File: src/rtl/extint_group_pkg.sv
package extint_group_pkg;

    typedef enum logic {
        SENS_FALL = 1'b0,
        SENS_RISE = 1'b1
    } sens_e;

    typedef struct packed {
        logic merged;
    } edge_state_t;

    typedef struct packed {
        sens_e sens;
        logic  pend;
    } latch_state_t;

endpackage

File: src/rtl/extint_group_qual.sv
module extint_group_qual #(
    parameter int NUM_PINS = 4
) (
    input  logic [NUM_PINS-1:0] pin_lvl,
    input  logic [NUM_PINS-1:0] pin_dir,
    input  logic [NUM_PINS-1:0] pin_opt,
    output logic                merged
);
    logic [NUM_PINS-1:0] eff;

    // A pin outside the group reads as high, so it is neutral in the AND.
    for (genvar i = 0; i < NUM_PINS; i++) begin : g_pin
        assign eff[i] = (!pin_dir[i] && pin_opt[i]) ? pin_lvl[i] : 1'b1;
    end

    assign merged = &eff;
endmodule

File: src/rtl/extint_group_edge.sv
module extint_group_edge
    import extint_group_pkg::*;
(
    input  logic  clk,
    input  logic  rst_n,
    input  logic  merged_now,
    input  sens_e sens,
    output logic  edge_hit
);
    edge_state_t st_d, st_q;

    always_comb begin
        st_d        = st_q;
        st_d.merged = merged_now;
        // Compare against last cycle's stored level.
        if (sens == SENS_RISE) begin
            edge_hit = !st_q.merged && merged_now;
        end else begin
            edge_hit = st_q.merged && !merged_now;
        end
    end

    always_ff @(posedge clk or negedge rst_n) begin
        if (!rst_n) begin
            st_q.merged <= 1'b1;
        end else begin
            st_q <= st_d;
        end
    end
endmodule

File: src/rtl/extint_group_latch.sv
module extint_group_latch
    import extint_group_pkg::*;
(
    input  logic  clk,
    input  logic  rst_n,
    input  logic  edge_hit,
    input  logic  sens_wr,
    input  logic  sens_wdata,
    input  logic  vec_ack,
    output logic  pend,
    output sens_e sens
);
    latch_state_t st_d, st_q;

    always_comb begin
        st_d = st_q;
        if (sens_wr) begin
            st_d.sens = sens_e'(sens_wdata);
        end
        if (sens_wr || vec_ack) begin
            st_d.pend = 1'b0;
        end
        // Set has priority over clear.
        if (edge_hit) begin
            st_d.pend = 1'b1;
        end
    end

    always_ff @(posedge clk or negedge rst_n) begin
        if (!rst_n) begin
            st_q.sens <= SENS_FALL;
            st_q.pend <= 1'b0;
        end else begin
            st_q <= st_d;
        end
    end

    assign pend = st_q.pend;
    assign sens = st_q.sens;
endmodule

File: src/rtl/extint_group.sv
module extint_group
    import extint_group_pkg::*;
#(
    parameter int NUM_PINS = 4
) (
    input  logic                clk,
    input  logic                rst_n,
    input  logic [NUM_PINS-1:0] pin_lvl,
    input  logic [NUM_PINS-1:0] pin_dir,
    input  logic [NUM_PINS-1:0] pin_opt,
    input  logic                sens_wr,
    input  logic                sens_wdata,
    input  logic                vec_ack,
    output logic                irq_req,
    output logic                sens_rd
);
    logic  merged_now;
    logic  edge_hit;
    sens_e sens;

    extint_group_qual #(.NUM_PINS(NUM_PINS)) u_qual (
        .pin_lvl (pin_lvl),
        .pin_dir (pin_dir),
        .pin_opt (pin_opt),
        .merged  (merged_now)
    );

    extint_group_edge u_edge (
        .clk        (clk),
        .rst_n      (rst_n),
        .merged_now (merged_now),
        .sens       (sens),
        .edge_hit   (edge_hit)
    );

    extint_group_latch u_latch (
        .clk        (clk),
        .rst_n      (rst_n),
        .edge_hit   (edge_hit),
        .sens_wr    (sens_wr),
        .sens_wdata (sens_wdata),
        .vec_ack    (vec_ack),
        .pend       (irq_req),
        .sens       (sens)
    );

    assign sens_rd = sens;
endmodule

File: config.mk
export PLATFORM = sky130hd
export DESIGN_NAME = extint_group
export DESIGN_NICKNAME = d
export VERILOG_FILES = /design/src/rtl/extint_group_pkg.sv /design/src/rtl/extint_group_qual.sv /design/src/rtl/extint_group_edge.sv /design/src/rtl/extint_group_latch.sv /design/src/rtl/extint_group.sv
export SDC_FILE = /design/constraint.sdc
export NUM_CORES = 1
export LEC_CHECK = 0
export ABC_AREA = 1
export BUFFER_PORTS_ARGS = -buffer_cell sky130_fd_sc_hd__buf_2
export CAP_MARGIN = 25
export CORE_AREA = 2 2 39 41
export DETAILED_ROUTE_END_ITERATION = 12
export DIE_AREA = 0 0 41 43
export GPL_ROUTABILITY_DRIVEN = 0
export PLACE_DENSITY = 0.4
export REMOVE_ABC_BUFFERS = 1
export SETUP_SLACK_MARGIN = 0.5
export SLEW_MARGIN = 20
export SYNTH_ARGS = -nofsm -noshare
export SYNTH_HDL_FRONTEND = slang
export SYNTH_SLANG_ARGS = --single-unit
export TNS_END_PERCENT = 5
File: constraint.sdc
create_clock -name clk -period 1.59 [get_ports clk]
set_input_delay 0.477 -clock clk [delete_from_list [all_inputs] [get_ports clk]]
set_output_delay 0.477 -clock clk [all_outputs]
set_load 0.05 [all_outputs]
### After elaboration in Yosys (flattened, before gate mapping)

Cells that the tools add are included.
Widths: inputs -> output; s select.

* register bits after elaboration: 3
* bits in latches: 0
* RAM bits: 0
* memory bits (read-only): 0
* input bits: 17
* output and inout bits: 2
* word-level logic and storage cells: 25
* memories: 0

* add/subtract/negate cells: 0
* $mul: 0
* divide/modulo/power cells: 0
* $lt $le $gt $ge: 0
* equality and inequality tests: 0
* shift operators: 0
* multiplexer cells: 7
* bitwise logic cells: 0
* reductions and logical operators: 15

Operators with widths (number)
* $mux 1: 7
* $logic_and 1x1->1: 6
* $logic_not 1->1: 6
* $reduce_and 4->1: 1
* $reduce_bool 2->1: 1
* $logic_or 1x1->1: 1

### Depth between registers and ports, before layout

Gate-level depths: netlist of run 1.

* depth in word-level cells: 8
* mapped depth: 6
* depth with buffers taken out: 6

### By module

Synthesis of run 1 repeated with hierarchy kept, for this count alone.

* cell total of the unflattened synthesis: 29
* area, all modules: 197.7 µm²

Modules (own cells, without submodules)
* extint_group_latch: times used 1, cells each 9, area each 77.6 µm², seq. area each 50.0 µm²
* extint_group_qual: times used 1, cells each 13, area each 68.8 µm², seq. area each 0.0 µm²
* extint_group_edge: times used 1, cells each 7, area each 51.3 µm², seq. area each 26.3 µm²

### Worst setup path after synthesis of run 1

OpenSTA, ideal clock, no wires.

* path type: reg-to-reg
* start point: register, netlist name u_latch.sens
* end point: register, netlist name u_latch.pend
* library setup time: 127 ps
* data arrival time: 955 ps
* required time: 1463 ps
* setup slack: 509 ps
* cell stages (with the launch flop): 5
* buffers on the path: 0
* period minus slack after synthesis: 1081 ps
* cells stage by stage: dfrtp_1 > inv_1 > nand2_1 > o21bai_1 > nand3_2

* word-level cells in the longest chain between the ends: 2
* elaborated cells between the ends (all ways): 3
* those cells by class: 2 x mux; 1 x reduce/logical

Ends and longest elaborated chain
* $mux 1 (*): RTL line extint_group_edge.sv:16 `if (sens == SENS_RISE) begin`
* $mux 1 / $reduce_bool 2->1 (equally long branches)

Every way passes the cells marked *; elsewhere a longest branch is shown, timed or not.
A chain may end at the register's enable or synchronous reset.

### Final worst setup path of run 1

* start point: register, netlist name u_latch.sens
* end point: output sens_rd

RTL lines
* to (decl): RTL line extint_group.sv:15 `output logic sens_rd`

No word-level cell between the ends.

==> flow_summary_export.csv, run 1 <==
group,metric,value,unit
power,p_sw_share,29.74,%
power,power.total,0.3143,mW
floorplan,num_rows,14,
placement,placed_cell_area,315.3,um^2
floorplan,fp.coreArea,1384,um^2
synthesis,yosys-mux-area-fraction,0,%
sta,hold_slack,29.65,ps
synthesis,synth-xor-area-share,0,%
critical_path,path_buf_inv,1,
cells_and_area,antennaDiodeCount,0,
clock_tree,cts_max_path_buffers,2,
critical_path,worstSetupStartpointType,"flip-flop",
power,pwr-share-comb,27.9,%
critical_path,cp_top_family,"flip-flops",
critical_path,crit_path_max_incr_delay,380,ps
power,power_leakage,0.2081,nW
synthesis,synth-simple-area-share,45.73,%
power,p_switching,0.09348,mW
outcome,status,"finished clean",
sta,slew_violations,0,
drt,antenna_left,0,
placement,pre_cts_slack,485.0,ps
grt,grt_pass1_wl,703,um
sta,finalWorstSetupSlack,345.1,ps
grt,grt_max_degree,4,
power,internal_power,0.2209,mW
synthesis,synthAdderAreaFrac,0,%
cells_and_area,utilization,25.59,%
critical_path,crit_fanout,2,
placement,dp_hpwl,367.3,um
synthesis,synth_seq_cells,3,
synthesis,syn_avg_cell_area,7.892,um^2
cells_and_area,area_growth,72.56,%
floorplan,die_y,43,um
synthesis,yosysUniqueCellTypes,11,
sta,clock_skew,1.254,ps
critical_path,worstPathCellList,"buf_6",
power,pwr-share-seq,29.6,%
sta,tns,0,ps
clock_tree,clock-sinks,3,
drt,routedWlPerCell,6.859,um
grt,first_global_vias,210,
grt,antenna_found_initial,0,
critical_path,crit_required,1110,ps
sta,setup_viol,0,
run,cap_violations,0,
floorplan,start_util,14.83,%
synthesis,synthCells,26,
placement,port_buffers,18,
sta,rsz0062_at_grt,"yes",
worst_hold_path,hold_class,"input pin to async pin",
sta,fin_crit,1245,ps
cells_and_area,drive_gt1_share,60.42,%
drt,finalWirelength,439,um
floorplan,die_width,41,um
cells_and_area,final_common_cell,"buf_2",
clock_tree,numCtsBuffers,3,
floorplan,io_pins,19,
cells_and_area,final_cells,64,
cells_and_area,final_nets,66,
sta,relSlewSlack,89.21,%
critical_path,worstSetupEndpointType,"output port",
cells_and_area,stdcell_area,354.1,um^2
power,p_clk_share,42.5,%
placement,dpl.cell_count,60,
critical_path,r2r_slack,750,ps
synthesis,synth_compound_area_share,6.098,%
sta,worst_slew_pin_slew,160.1,ps
clock_tree,ctsHoldBuffers,0,
synthesis,ys.warnings.count,0,
clock_tree,cts_tree,"built",
sta,final_hold_viol_count,0,
grt,grt.total_usage,7.021,%
clock_tree,clk_latency,230,ps
drt,initialDrtViolationCount,0,
critical_path,cp_data_arrival_time,770,ps
power,p_per_area,887.7,nW/um^2
cells_and_area,layout_common_cells,"buf_2, inv_1, nand2_1",
sta,fin_crit_sh,78.29,%
synthesis,ys_seq_area_share,37.20,%
critical_path,crit_type,"flip-flop to output port",
clock_tree,root_buffer,"clkbuf_4",
drt,dr.pass1.iters,1,
synthesis,synth_top_family_by_area,"simple AND/OR/NAND/NOR gates",
drt,drc_errors,0,
drt,avgViaCountPerCell,3.594,
grt,overflow,0,
clock_tree,clk_pin_slew,40,ps
sta,max_freq,803.3,MHz
power,ir_drop,0.0001852,V
drt,vias,230,
critical_path,critical_path.slowest_cell,"dfrtp_1",
clock_tree,h-tree-depth,1,
floorplan,dieArea,1763,um^2
synthesis,netlist_area,205.2,um^2
## layer usage
layer  vias to the layer above  global-route usage (%)  wire [um]
met1                        88                   5.128        175
met4                         0                   10.00         27
met3                         4                   4.712         64
met2                        15                   9.375        171
li1                        123                       -          -
met5                         -                       0          0
## cell usage after synthesis
| cell | number | area (um^2) |
|---|---|---|
| dfstp_2 | 1 | 26.28 |
| inv_1 | 6 | 22.52 |
| nor2_1 | 3 | 11.26 |
| nand2_2 | 3 | 18.77 |
| o21ai_0 | 1 | 5.000 |
| nor2_4 | 1 | 11.26 |
| nand2_1 | 4 | 15.01 |
| nand3b_1 | 1 | 7.510 |
| o21bai_1 | 1 | 7.510 |
| nand3_2 | 3 | 30.03 |
| dfrtp_1 | 2 | 50.05 |
## power groups by stage
stage,Sequential (mW),Clock (mW),Combinational (mW)
floorplan,0.115,0,0.0275
global placement,0.0922,0,0.0811
detailed placement,0.0924,0,0.0810
CTS,0.0931,0.138,0.0889
global route,0.0941,0.149,0.0973
finish,0.0930,0.133,0.0878
## area by class of cell
type | count | area [um^2]
fill | 155 | 1030
multi-input combinational | 17 | 106.4
timing repair buffer | 18 | 102.6
sequential | 3 | 76.32
clock buffer | 4 | 26.28
inverter | 6 | 22.52
tap | 16 | 20.02
## registers in the layout, indices dropped and copies added, names as in the netlist
name,cells
u_edge.st_q,1
u_latch.sens,1
u_latch.pend,1
## worst paths after layout
| kind | from | end | cells after the start |
|---|---|---|---|
| setup / recovery | u_latch.sens | sens_rd | 1 |
| hold / removal | rst_n | u_latch.sens | 1 |
| setup reg to reg | u_edge.st_q | u_latch.pend | 3 |
| hold reg to reg | u_latch.pend | u_latch.pend | 2 |
| max in group asynchronous | rst_n | u_edge.st_q | 1 |
| min in group clk | sens_wdata | u_latch.sens | 3 |
## logic make-up (layout without fill, tap and decap cells)
group	Yosys count	count (layout)
AND/OR/NAND/NOR	15	15
buffers and inverters	6	28
AO/OA/AOI/OAI	2	2
flip-flops	3	3
## what timing repair did
action | in CTS | in global routing
buffers inserted | 0 | 0
pin swaps | 0 | 0
gates resized for setup | 4 | 0
gates cloned | 0 | 0
endpoints found under the setup margin | 2 | 2
Power figures use the tool's default switching activity.
==> inputs of run 2 (changes only) <==
- ABC_AREA: 1 -> 0
- PLACE_DENSITY: 0.4 -> 0.37
- clock period: 1.59 -> 1.1 ns (I/O delays scaled with it)
==> run 2 against run 1 <==
  * Global-route usage shrank 0.68 points
  * First-iteration DRC count is 1 higher
  * Area after synthesis is 25% lower
  * Sequential power increased by 45%
  * Wire length grew 2.5%
  * Cell count fell by 7.8%
  * Highest routed layer is now met3
==> flow_summary_export.csv, run 2 <==
group,metric,value,unit
critical_path,cp-startpoint,"u_latch.pend",
worst_hold_path,hold_class,"input pin to async pin",
drt,avgViaCountPerCell,3.746,
sta,relSlewSlack,90.40,%
synthesis,synth_ff_type,"dfrtp_1",
critical_path,crit_type,"flip-flop to output port",
drt,routedWlPerCell,7.627,um
sta,max_freq,911.2,MHz
cells_and_area,area_growth,144.7,%
synthesis,ys.warnings.count,0,
drt,dr.pass1.iters,2,
synthesis,synthCells,18,
placement,placed_cell_area,279.0,um^2
sta,slew_violations,0,
grt,grt.total_usage,6.338,%
clock_tree,cts_tree,"built",
run,cap_violations,0,
cells_and_area,drive_gt1_share,60.47,%
drt,initialDrtViolationCount,1,
clock_tree,h-tree-depth,1,
critical_path,worstSetupStartpointType,"flip-flop",
synthesis,netlist_top_cells_count,"nor2_1, a22o_1, dfrtp_1, nand2_1, o211ai_1",
clock_tree,clk_pin_slew,40,ps
critical_path,crit_required,770,ps
drt,finalWirelength,450,um
synthesis,synth_top_cell_area_share,32.52,%
outcome,status,"finished clean",
synthesis,ys_seq_area_share,49.59,%
critical_path,worstPathCellList,"buf_6",
sta,fin_crit,1097,ps
critical_path,timing.rr.start,"u_latch.sens",
synthesis,netlist_area,153.9,um^2
critical_path,cp_data_arrival_time,770,ps
synthesis,yosysUniqueCellTypes,9,
floorplan,start_util,11.12,%
grt,grt_max_degree,4,
synthesis,syn_avg_cell_area,8.550,um^2
power,power_leakage,0.1868,nW
sta,clock_skew,4.916,ps
floorplan,die_width,41,um
floorplan,num_rows,14,
synthesis,async_flop_share,100.0,%
clock_tree,cts_max_path_buffers,2,
synthesis,synth_edf_count,0,
drt,vias,221,
sta,fin_crit_sh,99.77,%
sta,tns,0,ps
sta,worst_slew_pin_slew,143.3,ps
cells_and_area,antennaDiodeCount,0,
cells_and_area,utilization,27.22,%
critical_path,worstSetupEndpointType,"output port",
grt,overflow,0,
sta,final_hold_viol_count,0,
clock_tree,root_buffer,"clkbuf_4",
clock_tree,clock-sinks,3,
floorplan,io_pins,19,
cells_and_area,stdcell_area,376.6,um^2
placement,dp_hpwl,348.3,um
synthesis,ys_top_cells_by_area,"dfrtp_1, dfstp_2, nor2_1",
cells_and_area,layout_common_cells,"buf_6, buf_2, nor2_1",
sta,rsz0062_at_grt,"yes",
drt,drc_errors,0,
cells_and_area,reg_top3,"u_edge.st_q x1, u_latch.pend x1, u_latch.sens x1",
floorplan,fp.coreArea,1384,um^2
critical_path,crit_path_max_incr_delay,380,ps
grt,grt_pass1_wl,703,um
sta,setup_viol,0,
floorplan,dieArea,1763,um^2
synthesis,yosysTopAreaCell,"dfrtp_1",
placement,port_buffers,18,
cells_and_area,final_nets,61,
drt,antenna_left,0,
power,ir_drop,0.0004457,V
clock_tree,clk_latency,230,ps
grt,antenna_found_initial,0,
floorplan,die_y,43,um
synthesis,yosysMostFrequentCell,"nor2_1",
critical_path,path_buf_inv,1,
critical_path,critical_path.slowest_cell,"dfrtp_1",
synthesis,synth_seq_cells,3,
critical_path,cp_top_family,"flip-flops",
power,p_per_area,1246,nW/um^2
cells_and_area,n_fill_cell,153,
grt,first_global_vias,202,
clock_tree,numCtsBuffers,3,
critical_path,crit_fanout,2,
run 2: cell types whose count changed after synthesis, moves of 2 or more:
cell	previous run	this run
inv_1	6	1
a22o_1	0	2
nand2_1	4	2
nand3_2	3	0
nor2_1	3	6
o211ai_1	0	2
nand2_2	3	0
run 2: routing by layer:
metal / vias to the layer above / GRT usage [%] / routed length, um
li1: 113 / - / -
met1: 88 / 7.120 / 184
met2: 20 / 7.813 / 194
met3: 0 / 3.665 / 70
met4: 0 / 6.000 / 0
met5: - / 0 / 0
run 2: final cells by class:
class	instances	area, um^2	area share [%]
Timing Repair Buffer	21	171.4	45.51
Multi-Input combinational cell	14	78.83	20.93
Sequential cell	3	76.32	20.27
Clock buffer	4	26.28	6.977
Tap cell	16	20.02	5.316
Inverter	1	3.754	0.9967
run 2: kinds of logic after synthesis:
group / Yosys count / synth area share (%)
AO/OA/AOI/OAI: 5 / 24.39
buffers and inverters: 1 / 2.437
flip-flops: 3 / 49.60
AND/OR/NAND/NOR: 9 / 23.58
run 2: timing repair:
item	4_1_cts	5_1_grt
cloned	0	0
hold buffers	1	0
setup buffers	0	0
resized for setup	7	7
pin swaps	4	4
hold endpoints to repair	2	0
setup endpoints to repair	5	5
run 2: power breakdown:
group	switching (mW)	internal [mW]
sequential	0.00842	0.127
combinational	0.0630	0.0755
clock	0.0595	0.136
run 2: final timing paths:
path / slack, ps / end / depth (start not counted)
setup reg to reg: 70 / u_latch.pend / 3
setup / recovery: 3 / irq_req / 1
max in group asynchronous: 540 / u_latch.pend / 2
hold / removal: 30 / u_edge.st_q / 1
hold reg to reg: 520 / u_latch.pend / 2
min in group clk: 300 / u_latch.sens / 2
run 2: through the flow:
step           total power [mW]  instances  setup slack (ps)  hold slack, ps
2_1_floorplan            0.1914         18            -215.0           34.41
3_3_place_gp             0.2432         54            -153.4           130.7
3_5_place_dp             0.2420         54            -150.1           127.1
4_1_cts                  0.4681         59            -5.313           17.98
5_1_grt                  0.5045         59            -28.76           27.37
6_report                 0.4693         59             2.555           28.89
